[src/rtl/wpt_pkg.sv]
package wpt_pkg;

    typedef enum logic [2:0] {
        EV_FETCH   = 3'd0,
        EV_LD_ADDR = 3'd1,
        EV_ST_ADDR = 3'd2,
        EV_LD_DATA = 3'd3,
        EV_ST_DATA = 3'd4
    } ev_kind_e;

    typedef enum logic [2:0] {
        MT_OFF     = 3'd0,
        MT_FETCH   = 3'd1,
        MT_LD_ADDR = 3'd2,
        MT_ST_ADDR = 3'd3,
        MT_LD_DATA = 3'd4,
        MT_ST_DATA = 3'd5,
        MT_LS_ADDR = 3'd6,
        MT_LS_DATA = 3'd7
    } mp_type_e;

    typedef enum logic [2:0] {
        CC_MASK  = 3'd0,
        CC_EQ    = 3'd1,
        CC_LT    = 3'd2,
        CC_LE    = 3'd3,
        CC_GT    = 3'd4,
        CC_GE    = 3'd5,
        CC_NE    = 3'd6,
        CC_NEVER = 3'd7
    } mp_cond_e;

    typedef enum logic [1:0] {
        CH_OWN = 2'd0,
        CH_AND = 2'd1,
        CH_OR  = 2'd2,
        CH_OFF = 2'd3
    } chain_e;

    // control word: [7:5] type, [4] signed, [3:1] condition, [0] present
    typedef struct packed {
        mp_type_e mtype;
        logic     sgn;
        mp_cond_e cond;
        logic     present;
    } mp_ctrl_t;

endpackage

[src/rtl/wpt_cmp.sv]
module wpt_cmp
    import wpt_pkg::*;
#(
    parameter int DW = 32
) (
    input  logic          ev_valid,
    input  logic [2:0]    ev_kind,
    input  logic [DW-1:0] ev_value,
    input  logic [DW-1:0] ref_value,
    input  mp_ctrl_t      ctrl,
    output logic          hit
);

    logic applies;
    logic is_eq;
    logic is_lt;
    logic cond_ok;

    // event-type qualification
    always_comb begin
        applies = 1'b0;
        if (ctrl.present) begin
            unique case (ctrl.mtype)
                MT_FETCH:   applies = (ev_kind == EV_FETCH);
                MT_LD_ADDR: applies = (ev_kind == EV_LD_ADDR);
                MT_ST_ADDR: applies = (ev_kind == EV_ST_ADDR);
                MT_LD_DATA: applies = (ev_kind == EV_LD_DATA);
                MT_ST_DATA: applies = (ev_kind == EV_ST_DATA);
                MT_LS_ADDR: applies = (ev_kind == EV_LD_ADDR) || (ev_kind == EV_ST_ADDR);
                MT_LS_DATA: applies = (ev_kind == EV_LD_DATA) || (ev_kind == EV_ST_DATA);
                default:    applies = 1'b0;
            endcase
        end
    end

    assign is_eq = (ev_value == ref_value);
    assign is_lt = ctrl.sgn ? ($signed(ev_value) < $signed(ref_value))
                            : (ev_value < ref_value);

    // condition evaluation
    always_comb begin
        unique case (ctrl.cond)
            CC_MASK:  cond_ok = |(ev_value & ref_value);
            CC_EQ:    cond_ok = is_eq;
            CC_LT:    cond_ok = is_lt;
            CC_LE:    cond_ok = is_lt | is_eq;
            CC_GT:    cond_ok = ~is_lt & ~is_eq;
            CC_GE:    cond_ok = ~is_lt;
            CC_NE:    cond_ok = ~is_eq;
            default:  cond_ok = 1'b0;
        endcase
    end

    assign hit = ev_valid & applies & cond_ok;

endmodule

[src/rtl/wpt_chain.sv]
module wpt_chain
    import wpt_pkg::*;
#(
    parameter int NUM_MP = 8,
    parameter int CNT_W  = 16,
    localparam int NUM_WP = NUM_MP + 3
) (
    input  logic [NUM_MP-1:0]   mp_hit,
    input  logic [2*CNT_W-1:0]  cnt0,
    input  logic [2*CNT_W-1:0]  cnt1,
    input  logic [2*NUM_WP-1:0] chain_mode,
    output logic [NUM_WP-1:0]   fired
);

    localparam int WP_C0  = NUM_MP;
    localparam int WP_C1  = NUM_MP + 1;
    localparam int WP_EXT = NUM_MP + 2;

    logic [NUM_WP-1:0] own;
    logic [NUM_WP-1:0] f;
    logic              prv;
    logic [1:0]        md;

    // own inputs: comparators, then the two counter tests, then the external slot
    assign own[NUM_MP-1:0] = mp_hit;
    assign own[WP_C0]      = (cnt0[CNT_W-1:0] == cnt0[2*CNT_W-1:CNT_W]);
    assign own[WP_C1]      = (cnt1[CNT_W-1:0] == cnt1[2*CNT_W-1:CNT_W]);
    assign own[WP_EXT]     = 1'b0;

    // ripple from watchpoint 0 upward
    always_comb begin
        f   = '0;
        prv = 1'b0;
        md  = 2'd0;
        for (int i = 0; i < NUM_WP; i++) begin
            if (i == 0)
                prv = own[0];
            else if (i == WP_EXT)
                prv = 1'b0;
            else
                prv = f[(i == 0) ? 0 : i - 1];
            md = chain_mode[2*i +: 2];
            unique case (chain_e'(md))
                CH_OWN:  f[i] = own[i];
                CH_AND:  f[i] = own[i] & prv;
                CH_OR:   f[i] = own[i] | prv;
                default: f[i] = 1'b0;
            endcase
        end
        fired = f;
    end

endmodule

[src/rtl/wpt_cnt.sv]
module wpt_cnt #(
    parameter int CNT_W = 16,
    parameter int INC_W = 4
) (
    input  logic               clk,
    input  logic               rst_n,
    input  logic               wr_en,
    input  logic [2*CNT_W-1:0] wr_data,
    input  logic [INC_W-1:0]   inc,
    output logic [2*CNT_W-1:0] cnt_q
);

    // write wins over counting; counting touches the low half only
    always_ff @(posedge clk or negedge rst_n) begin
        if (!rst_n) begin
            cnt_q <= '0;
        end else if (wr_en) begin
            cnt_q <= wr_data;
        end else if (inc != '0) begin
            cnt_q[CNT_W-1:0] <= cnt_q[CNT_W-1:0] + CNT_W'(inc);
        end
    end

endmodule

[src/rtl/wpt_unit.sv]
module wpt_unit
    import wpt_pkg::*;
#(
    parameter int NUM_MP = 8,
    parameter int DATA_W = 32,
    parameter int CNT_W  = 16,
    localparam int ADDR_W = $clog2(2*NUM_MP + 5)
) (
    input  logic               clk,
    input  logic               rst_n,
    input  logic               dbg_en,
    input  logic               cpu_rst,
    input  logic               step_en,
    input  logic               ev_valid,
    input  logic [2:0]         ev_kind,
    input  logic [DATA_W-1:0]  ev_value,
    input  logic               cfg_we,
    input  logic [ADDR_W-1:0]  cfg_addr,
    input  logic [DATA_W-1:0]  cfg_wdata,
    output logic               brk_req,
    output logic [2*CNT_W-1:0] cnt0_q,
    output logic [2*CNT_W-1:0] cnt1_q
);

    localparam int NUM_WP     = NUM_MP + 3;
    localparam int INC_W      = $clog2(NUM_WP + 1);
    localparam int CTL_W      = $bits(mp_ctrl_t);
    localparam int A_CTL_BASE = NUM_MP;
    localparam int A_CHAIN    = 2*NUM_MP;
    localparam int A_ASSIGN   = 2*NUM_MP + 1;
    localparam int A_MASK     = 2*NUM_MP + 2;
    localparam int A_CNT_BASE = 2*NUM_MP + 3;
    localparam int EN_LSB     = 16;

    logic [2*NUM_WP-1:0] chain_q;
    logic [NUM_WP-1:0]   assign_q;
    logic [1:0]          cnt_en_q;
    logic [NUM_WP-1:0]   mask_q;
    logic [NUM_MP-1:0]   mp_hit;
    logic [NUM_WP-1:0]   raw_fired;
    logic [NUM_WP-1:0]   fired;
    logic                active;
    logic                armed;
    logic                step_hit;
    logic                brk_d;
    logic [INC_W-1:0]    inc_amt [2];
    logic [2*CNT_W-1:0]  cnt_q   [2];

    // shared configuration registers
    always_ff @(posedge clk or negedge rst_n) begin
        if (!rst_n) begin
            chain_q  <= '0;
            assign_q <= '0;
            cnt_en_q <= '0;
            mask_q   <= '0;
        end else if (cfg_we) begin
            if (cfg_addr == ADDR_W'(A_CHAIN))
                chain_q <= cfg_wdata[2*NUM_WP-1:0];
            if (cfg_addr == ADDR_W'(A_ASSIGN)) begin
                assign_q <= cfg_wdata[NUM_WP-1:0];
                cnt_en_q <= cfg_wdata[EN_LSB +: 2];
            end
            if (cfg_addr == ADDR_W'(A_MASK))
                mask_q <= cfg_wdata[NUM_WP-1:0];
        end
    end

    // one register pair and comparator per matchpoint
    for (genvar g = 0; g < NUM_MP; g++) begin : g_mp
        logic [DATA_W-1:0] val_q;
        mp_ctrl_t          ctl_q;

        always_ff @(posedge clk or negedge rst_n) begin
            if (!rst_n) begin
                val_q <= '0;
                ctl_q <= '0;
            end else if (cfg_we) begin
                if (cfg_addr == ADDR_W'(g))
                    val_q <= cfg_wdata;
                if (cfg_addr == ADDR_W'(A_CTL_BASE + g))
                    ctl_q <= mp_ctrl_t'(cfg_wdata[CTL_W-1:0]);
            end
        end

        wpt_cmp #(.DW(DATA_W)) u_cmp (
            .ev_valid  (ev_valid),
            .ev_kind   (ev_kind),
            .ev_value  (ev_value),
            .ref_value (val_q),
            .ctrl      (ctl_q),
            .hit       (mp_hit[g])
        );
    end

    wpt_chain #(.NUM_MP(NUM_MP), .CNT_W(CNT_W)) u_chain (
        .mp_hit     (mp_hit),
        .cnt0       (cnt_q[0]),
        .cnt1       (cnt_q[1]),
        .chain_mode (chain_q),
        .fired      (raw_fired)
    );

    // evaluation gate
    assign active   = dbg_en & ~cpu_rst;
    assign armed    = (|mask_q) | (|assign_q);
    assign fired    = (ev_valid && active && armed) ? raw_fired : '0;
    assign step_hit = ev_valid & active & step_en & (ev_kind == EV_FETCH);
    assign brk_d    = step_hit | (|(fired & mask_q));

    // per-counter increment: number of fired watchpoints routed to it
    always_comb begin
        for (int c = 0; c < 2; c++)
            inc_amt[c] = '0;
        for (int i = 0; i < NUM_WP; i++) begin
            if (fired[i]) begin
                if (assign_q[i])
                    inc_amt[1] = inc_amt[1] + INC_W'(1);
                else
                    inc_amt[0] = inc_amt[0] + INC_W'(1);
            end
        end
        for (int c = 0; c < 2; c++)
            if (!cnt_en_q[c])
                inc_amt[c] = '0;
    end

    for (genvar c = 0; c < 2; c++) begin : g_cnt
        wpt_cnt #(.CNT_W(CNT_W), .INC_W(INC_W)) u_cnt (
            .clk     (clk),
            .rst_n   (rst_n),
            .wr_en   (cfg_we && (cfg_addr == ADDR_W'(A_CNT_BASE + c))),
            .wr_data (cfg_wdata[2*CNT_W-1:0]),
            .inc     (inc_amt[c]),
            .cnt_q   (cnt_q[c])
        );
    end

    always_ff @(posedge clk or negedge rst_n) begin
        if (!rst_n)
            brk_req <= 1'b0;
        else
            brk_req <= brk_d;
    end

    assign cnt0_q = cnt_q[0];
    assign cnt1_q = cnt_q[1];

endmodule

[config.mk]
export PLATFORM = sky130hd
export DESIGN_NAME = wpt_unit
export DESIGN_NICKNAME = d
export VERILOG_FILES = /design/src/rtl/wpt_pkg.sv /design/src/rtl/wpt_cmp.sv /design/src/rtl/wpt_chain.sv /design/src/rtl/wpt_cnt.sv /design/src/rtl/wpt_unit.sv
export SDC_FILE = /design/constraint.sdc
export NUM_CORES = 1
export LEC_CHECK = 0
export BUFFER_PORTS_ARGS = -buffer_cell sky130_fd_sc_hd__buf_2
export CORE_ASPECT_RATIO = 1.1
export CORE_UTILIZATION = 30
export DETAILED_ROUTE_END_ITERATION = 6
export SLEW_MARGIN = 20
export SYNTH_ARGS = -nofsm -noshare
export SYNTH_HDL_FRONTEND = slang
export SYNTH_SLANG_ARGS = --single-unit
[constraint.sdc]
create_clock -name clk -period 27.2 [get_ports clk]
set_input_delay 5.44 -clock clk [delete_from_list [all_inputs] [get_ports clk]]
set_output_delay 5.44 -clock clk [all_outputs]
set_load 0.1 [all_outputs]
# Word-level counts from Yosys, hierarchy flattened

Cells that the tools add are included.

Output and inout bits: 65
Word-level logic and storage cells: 470
Register bits: 429

Muxes and demuxes: 82
Eq/ne operators: 158
Bitwise gates (word level): 82
$lt $le $gt $ge: 16
Reduce and logical (&&, ||, !) cells: 61
Add/sub/neg operators: 22

Operators by type and width:

| operator                                                         | number |
|---|---|
| 32-bit < comparator                                              | 16 |
| 32-bit bitwise AND                                               | 8 |
| 32-bit == test                                                   | 8 |
| 32-bit OR reduction                                              | 8 |
| 3-bit == test (second input constant)                            | 57 |
| 1-bit one-hot mux with 7 select lines                            | 16 |
| 3-bit by 2-bit == test with 1-bit output (second input constant) | 34 |
| 4-bit two-way mux                                                | 22 |
| 4-bit by 1-bit adder with 4-bit output (second input constant)   | 20 |
| 8-bit two-way mux                                                | 10 |
| 16-bit two-way mux                                               | 4 |
| 3-bit by 1-bit == test with 1-bit output (second input constant) | 17 |
| 5-bit by 4-bit == test with 1-bit output (second input constant) | 8 |
| 2-bit AND reduction                                              | 19 |
| 1-bit bitwise AND                                                | 37 |
| 11-bit OR reduction                                              | 3 |
| 16-bit by 4-bit adder with 16-bit output                         | 2 |
| 16-bit == test                                                   | 2 |
| 3-bit zero test                                                  | 9 |
| 1-bit one-hot mux with 3 select lines                            | 9 |
| 5-bit == test (second input constant)                            | 5 |
| 2-bit by 1-bit == test with 1-bit output (second input constant) | 10 |
| 2-bit == test (second input constant)                            | 10 |
| 5-bit by 3-bit == test with 1-bit output (second input constant) | 4 |
| 15 further kinds                                                 | 83 |

# Longest topological paths before layout

Depth after elaboration: 61
Depth in mapped cells: 49

# Hierarchy

A second synthesis with hierarchy kept.

Cell total of the unflattened synthesis: 3051
Area total of the unflattened synthesis: 32328.5 um^2

Modules (own cells, without submodules):

| module    | cells each | sequential area each (um^2) | area each (um^2) | times used |
|---|---|---|---|---|
| wpt_unit  | 1207       | 9183.8                      | 16454.5          | 1 |
| wpt_cmp   | 180        | 0.0                         | 1478.9           | 8 |
| wpt_cnt   | 154        | 800.8                       | 1670.4           | 2 |
| wpt_chain | 96         | 0.0                         | 701.9            | 1 |

# Worst setup path after synthesis

No wires, ideal clock.

Path kind: in2reg
Start: input ev_value[14]
End: register g_cnt[1].u_cnt.cnt_q[7]
Slack: 12.771 ns
Stages on the path: 46
Data arrival time: 14.305 ns
Setup time: 0.125 ns
Cells stage by stage: ha_1 > a21oi_1 > nand2_1 > a22o_1 > o41a_1 > or3_1 > o2bb2ai_1 > a2111oi_2 > nor3_1 > buf_2 > nor3b_1 > ha_1 > mux2_2 > ha_1 > mux2i_1 > inv_1 > ha_1 > nand4_1 > (+10 left out) > a21o_1 > inv_1 > ha_1 > inv_1 > mux2i_1 > ha_1 > or3_1 > o211ai_1 > inv_1 > ha_1 > a21o_1 > a21oi_1 > inv_1 > a21oi_1 > nand4b_1 > nor2_1 > xor2_1 > mux2_2

Longest elaborated chain between the ends: 43
Elaborated cells between the ends (all ways): 162
Classes of those cells: add/sub: 11; order compare: 16; eq/ne: 8; mux: 51; bitwise: 66; reduce/logical: 10

Ends and longest elaborated chain:

| item                                     | RTL line                     | text |
|---|---|---|
| start, declared                          | wpt_unit.sv:16               | `input logic [DATA_W-1:0] ev_value,` |
| 32-bit < comparator (on tied branches)   | wpt_cmp.sv:38, wpt_cmp.sv:37 |  |
| 1-bit two-way mux                        | wpt_cmp.sv:37                | `assign is_lt = ctrl.sgn ? ($signed(ev_value) < $signed(ref_value))` |
| 1-bit NOT                                | wpt_cmp.sv:47, wpt_cmp.sv:48 |  |
| 1-bit bitwise AND                        | wpt_cmp.sv:47                | `CC_GT: cond_ok = ~is_lt & ~is_eq;` |
| 1-bit one-hot mux with 7 select lines    | wpt_cmp.sv:42                | `unique case (ctrl.cond)` |
| 1-bit bitwise AND                        | wpt_cmp.sv:54                | `assign hit = ev_valid & applies & cond_ok;` |
| 1-bit two-way mux                        | wpt_chain.sv:43              | `unique case (chain_e'(md))` |
| 10-bit two-way mux (*)                   | wpt_unit.sv:106              | `assign fired = (ev_valid && active && armed) ? raw_fired : '0;` |
| (+27 left out)                           | n/a                          |  |
| 8-bit two-way mux (*)                    | wpt_unit.sv:115              | `if (fired[i]) begin` |
| 4-bit by 1-bit adder with 4-bit output   | wpt_unit.sv:117              | `inc_amt[1] = inc_amt[1] + INC_W'(1);` |
| 4-bit two-way mux                        | wpt_unit.sv:116              | `if (assign_q[i])` |
| 8-bit two-way mux (*)                    | wpt_unit.sv:115              |  |
| 4-bit two-way mux (*)                    | wpt_unit.sv:123              | `if (!cnt_en_q[c])` |
| 16-bit by 4-bit adder with 16-bit output | wpt_cnt.sv:20                | `cnt_q[CNT_W-1:0] <= cnt_q[CNT_W-1:0] + CNT_W'(inc);` |
| 16-bit two-way mux                       | wpt_cnt.sv:19                | `end else if (inc != '0) begin` |
| 16-bit two-way mux                       | wpt_cnt.sv:17                | `end else if (wr_en) begin` |
| end signal, assigned                     | wpt_cnt.sv:18                | `cnt_q <= wr_data;` |
| end signal, assigned by index            | wpt_cnt.sv:20                |  |
| end, declared                            | wpt_cnt.sv:10                | `output logic [2*CNT_W-1:0] cnt_q` |

Every way passes the cells marked *; elsewhere a longest branch is shown, timed or not. The select of a mux whose other input is x is not followed.
A chain may end at the register's enable or synchronous reset.

# Final worst setup path

Start: input ev_value[31]
End: register g_cnt[1].u_cnt.cnt_q[7]

The elaborated chain is that of the path after synthesis.

==> flow_summary.ini <==
[yosys]
syn_area_sq_um = 31400
synth_most_common_cell = ha_1
synthMuxAreaShare_pct = 13.0
ys_ff_latch = 429
synth_top_cell_by_area = dfrtp_1
avgSynthCellArea_sq_um = 10.1
syn_inst = 3097
synthFlopType = dfrtp_1
ys_types = 87
synth.top_cell.area_share_pct = 34.2
synth.net_count = 3716
ys_seq_area_share_pct = 34.2
ys_top_cells_by_area = dfrtp_1 (34%), ha_1 (21%), mux2_2 (12%), inv_1 (3.8%), nand2_1 (2.4%)
synth_fa_ha_area_share_pct = 21.6
synth_compound_area_share_pct = 10.2
synth_top_family_by_area = adder cells
synth_warnings = 0
synthTopCellsByCount = ha_1 (538), dfrtp_1 (429), mux2_2 (348)
synth_xor_area_share_pct = 3.33
synth_simple_gate_area_share_pct = 12.5
async_reset_ff_share_pct = 100
synth-edff-count = 0

[timing]
setup_viol = 0
fin_crit_sh_pct = 57.1
slew_viol_final = 0
hold_violations = 0
tns_ns = 0
grt_setup_unrepaired = no
fin_ws_ns = 11.66
fin_crit_ns = 15.54
timing.fmax_mhz = 64.4
finClkSkew_ns = 0.0260
slew_headroom_pct = 21.4
worstMarginPinSlew_ns = 1.17

[routing]
dr.pass1.iters = 5
final_antenna_net_count = 0
routed_wl_mm = 101
drc = 0
num_vias = 24000
post_drt_wl_per_cell_um = 21.8
drt_iter0_markers = 1875
avgViaCountPerCell = 5.19

[critical_path]
crit_buf_inv = 9
path_class = in2reg
cp-start-kind = input pin
r2r-end = g_cnt[1].u_cnt.cnt_q[7]
critPathSlowestCell = nor4_1
rrSetupSlack_ns = 16.37
cp_common_cell = ha_1
crit_required_ns = 27.69
critPathLaunch = ev_value[31]
arrival_ns = 16.03
r2r_start = g_mp[0].val_q[31]
reg2regPathDepth = 49
cp_slowest_stage_delay_ns = 0.74
critPathTopFamily = compound AO/OA/AOI/OAI gates
path_depth = 44
cp_max_fo = 16
setup.worst_path.end = g_cnt[1].u_cnt.cnt_q[7]
cp-end-kind = register

[flow_run]
max_cap_viol_count = 0

[finish]
drive_above_1_share_pct = 19.5
antennaDiodeCount = 0
num-fill-cells = 10600
num-nets-final = 3816
multiInputGateArea_sq_um = 19100
syn_to_final_growth_pct = 12.2
regArea_sq_um = 10700

[placement]
place_hpwl_mm = 74.6
port_buffers = 143
gp_congestion = 0.959
dp_slack_ns = 11.20

[min_path]
min_from = chain_q[1]
hp-class = reg2reg
hold-path-cell-count = 1

[global_route]
grt_first_pass_wirelength_mm = 150
grt_pass1_vias = 23500
grt_remaining_overflow = 0
antenna_found_initial = 16
grt_max_degree = 162
grt_usage_pct = 18.7

[cts]
cts_tree = done
clock-root-buffer = clkbuf_16
cts_buffer_depth = 3
clkLatencyLatePin_ns = 0.61
clk_pin_slew_worst_paths_ns = 0.07
cts_hold_buf = 0
cts_resized = 0
clock_sinks = 429
h-tree-depth = 2
cts_setup_buffers = 0
numCtsBuffers = 47

[power]
clkPwrFrac_pct = 29.3
power.density_nw_per_um2 = 67.3
ir_drop_mv = 0.0621
leakagePower_nw = 16.8
pwr-share-seq_pct = 38.2
p_int_w = 0.00145
power_w = 0.00237
p_sw_share_pct = 38.9
combPwrFrac_pct = 32.4
switchingPower_w = 0.000922

[die]
dieArea_sq_um = 106000
start_util_pct = 30.3
dieHeight_um = 341
rows = 124
pin_count = 144
core_area_sq_um = 104000
die_w_um = 311

[status]
status = finished clean
## per-stage QoR
stage | instances | hold slack [ns] | cell area [sq um] | utilization, %
3_5_place_dp | 4534 | 0.499 | 33600 | 32.4
5_1_grt | 4618 | 0.539 | 35300 | 34.0
2_1_floorplan | 3097 | 0.471 | 31400 | -
3_3_place_gp | 4534 | 0.489 | 33600 | 32.4
4_1_cts | 4618 | 0.512 | 35300 | 34.0
6_report | 4618 | 0.511 | 35300 | 34.0
## cell type report
class,count,share of cell area (%)
clock buffers,61,3.68
clock inverters,23,0.958
inverters,320,3.41
multi-input cells,2238,54.1
flip-flops and latches,429,30.4
well taps,1386,4.92
repair buffers,161,2.48
## registers in the layout, indices dropped and copies added, names as in the netlist
register and flops:
assign_q 11, brk_req 1, chain_q 20, cnt_en_q 2, g_cnt.u_cnt.cnt_q 64, g_mp.ctl_q 64
g_mp.val_q 256, mask_q 11
## worst reg2reg max path, delay by kind of cell, from the launching register on
kind / cells / cell delay [ns]
muxes: 5 / 1.09
and+or+nand+nor: 12 / 2.74
adders and majority gates: 11 / 3.25
xor gates and xnor gates: 1 / 0.17
AOI/OAI and AO/OA: 11 / 2.36
DFF: 1 / 0.42
buffers and inverters: 9 / 0.68
## metal layers
metal	share of wire (%)	up-vias	global-route usage, %
li1	-	11200	-
met1	42	12000	23.4
met2	49	564	32.7
met3	4.4	158	2.22
met4	4.2	6	7.41
met5	0.034	-	0
## cell usage in the layout, fill, tap and decap left out, types with 10 or more instances in the layout
cell type and n:
nand3_1 59, nor2b_1 26, xor2_1 49, nand2_1 196, a31oi_1 14, and3_1 25, xnor2_1 47, o211ai_1 23
ha_1 538, nand2b_1 13, nor4_1 101, dfrtp_1 429, nor2_1 112, clkbuf_16 47, o31ai_1 10, mux2i_1 18
buf_4 17, inv_1 320, a311oi_1 10, nor3b_1 12, nor3_1 43, mux2_2 348, buf_2 142, a21oi_1 118
o21ai_0 113, nand4_1 76, nand3b_1 13, a211oi_1 21, a21o_1 37
## worst min-delay path by stage
stage	endpoint
6_report	chain_q[1]
5_1_grt	g_mp[4].ctl_q[0]
4_1_cts	g_mp[6].ctl_q[0]
3_5_place_dp	g_mp[6].ctl_q[0]
3_3_place_gp	chain_q[1]
2_1_floorplan	g_mp[0].ctl_q[4]
## power by group through the flow
stage / clock network [W] / logic, W / registers (W)
after global placement: 0 / 0.000752 / 0.000913
after detailed placement: 0 / 0.000767 / 0.000916
after CTS: 0.000711 / 0.000771 / 0.000906
final: 0.000695 / 0.000769 / 0.000907
after global routing: 0.000735 / 0.000845 / 0.000923
after floorplan: 0 / 0.000416 / 0.00101
## logic make-up (layout without fill, tap and decap cells)
kind of cell	Yosys count	count (layout)
AND/OR/NAND/NOR	747	747
adder cells (fa/ha/maj)	540	540
AO/OA/AOI/OAI	479	479
buffers and inverters	430	565
flip-flops	429	429
multiplexers	366	366
XOR/XNOR	106	106
Note: power is estimated with default switching activity, not from simulation.
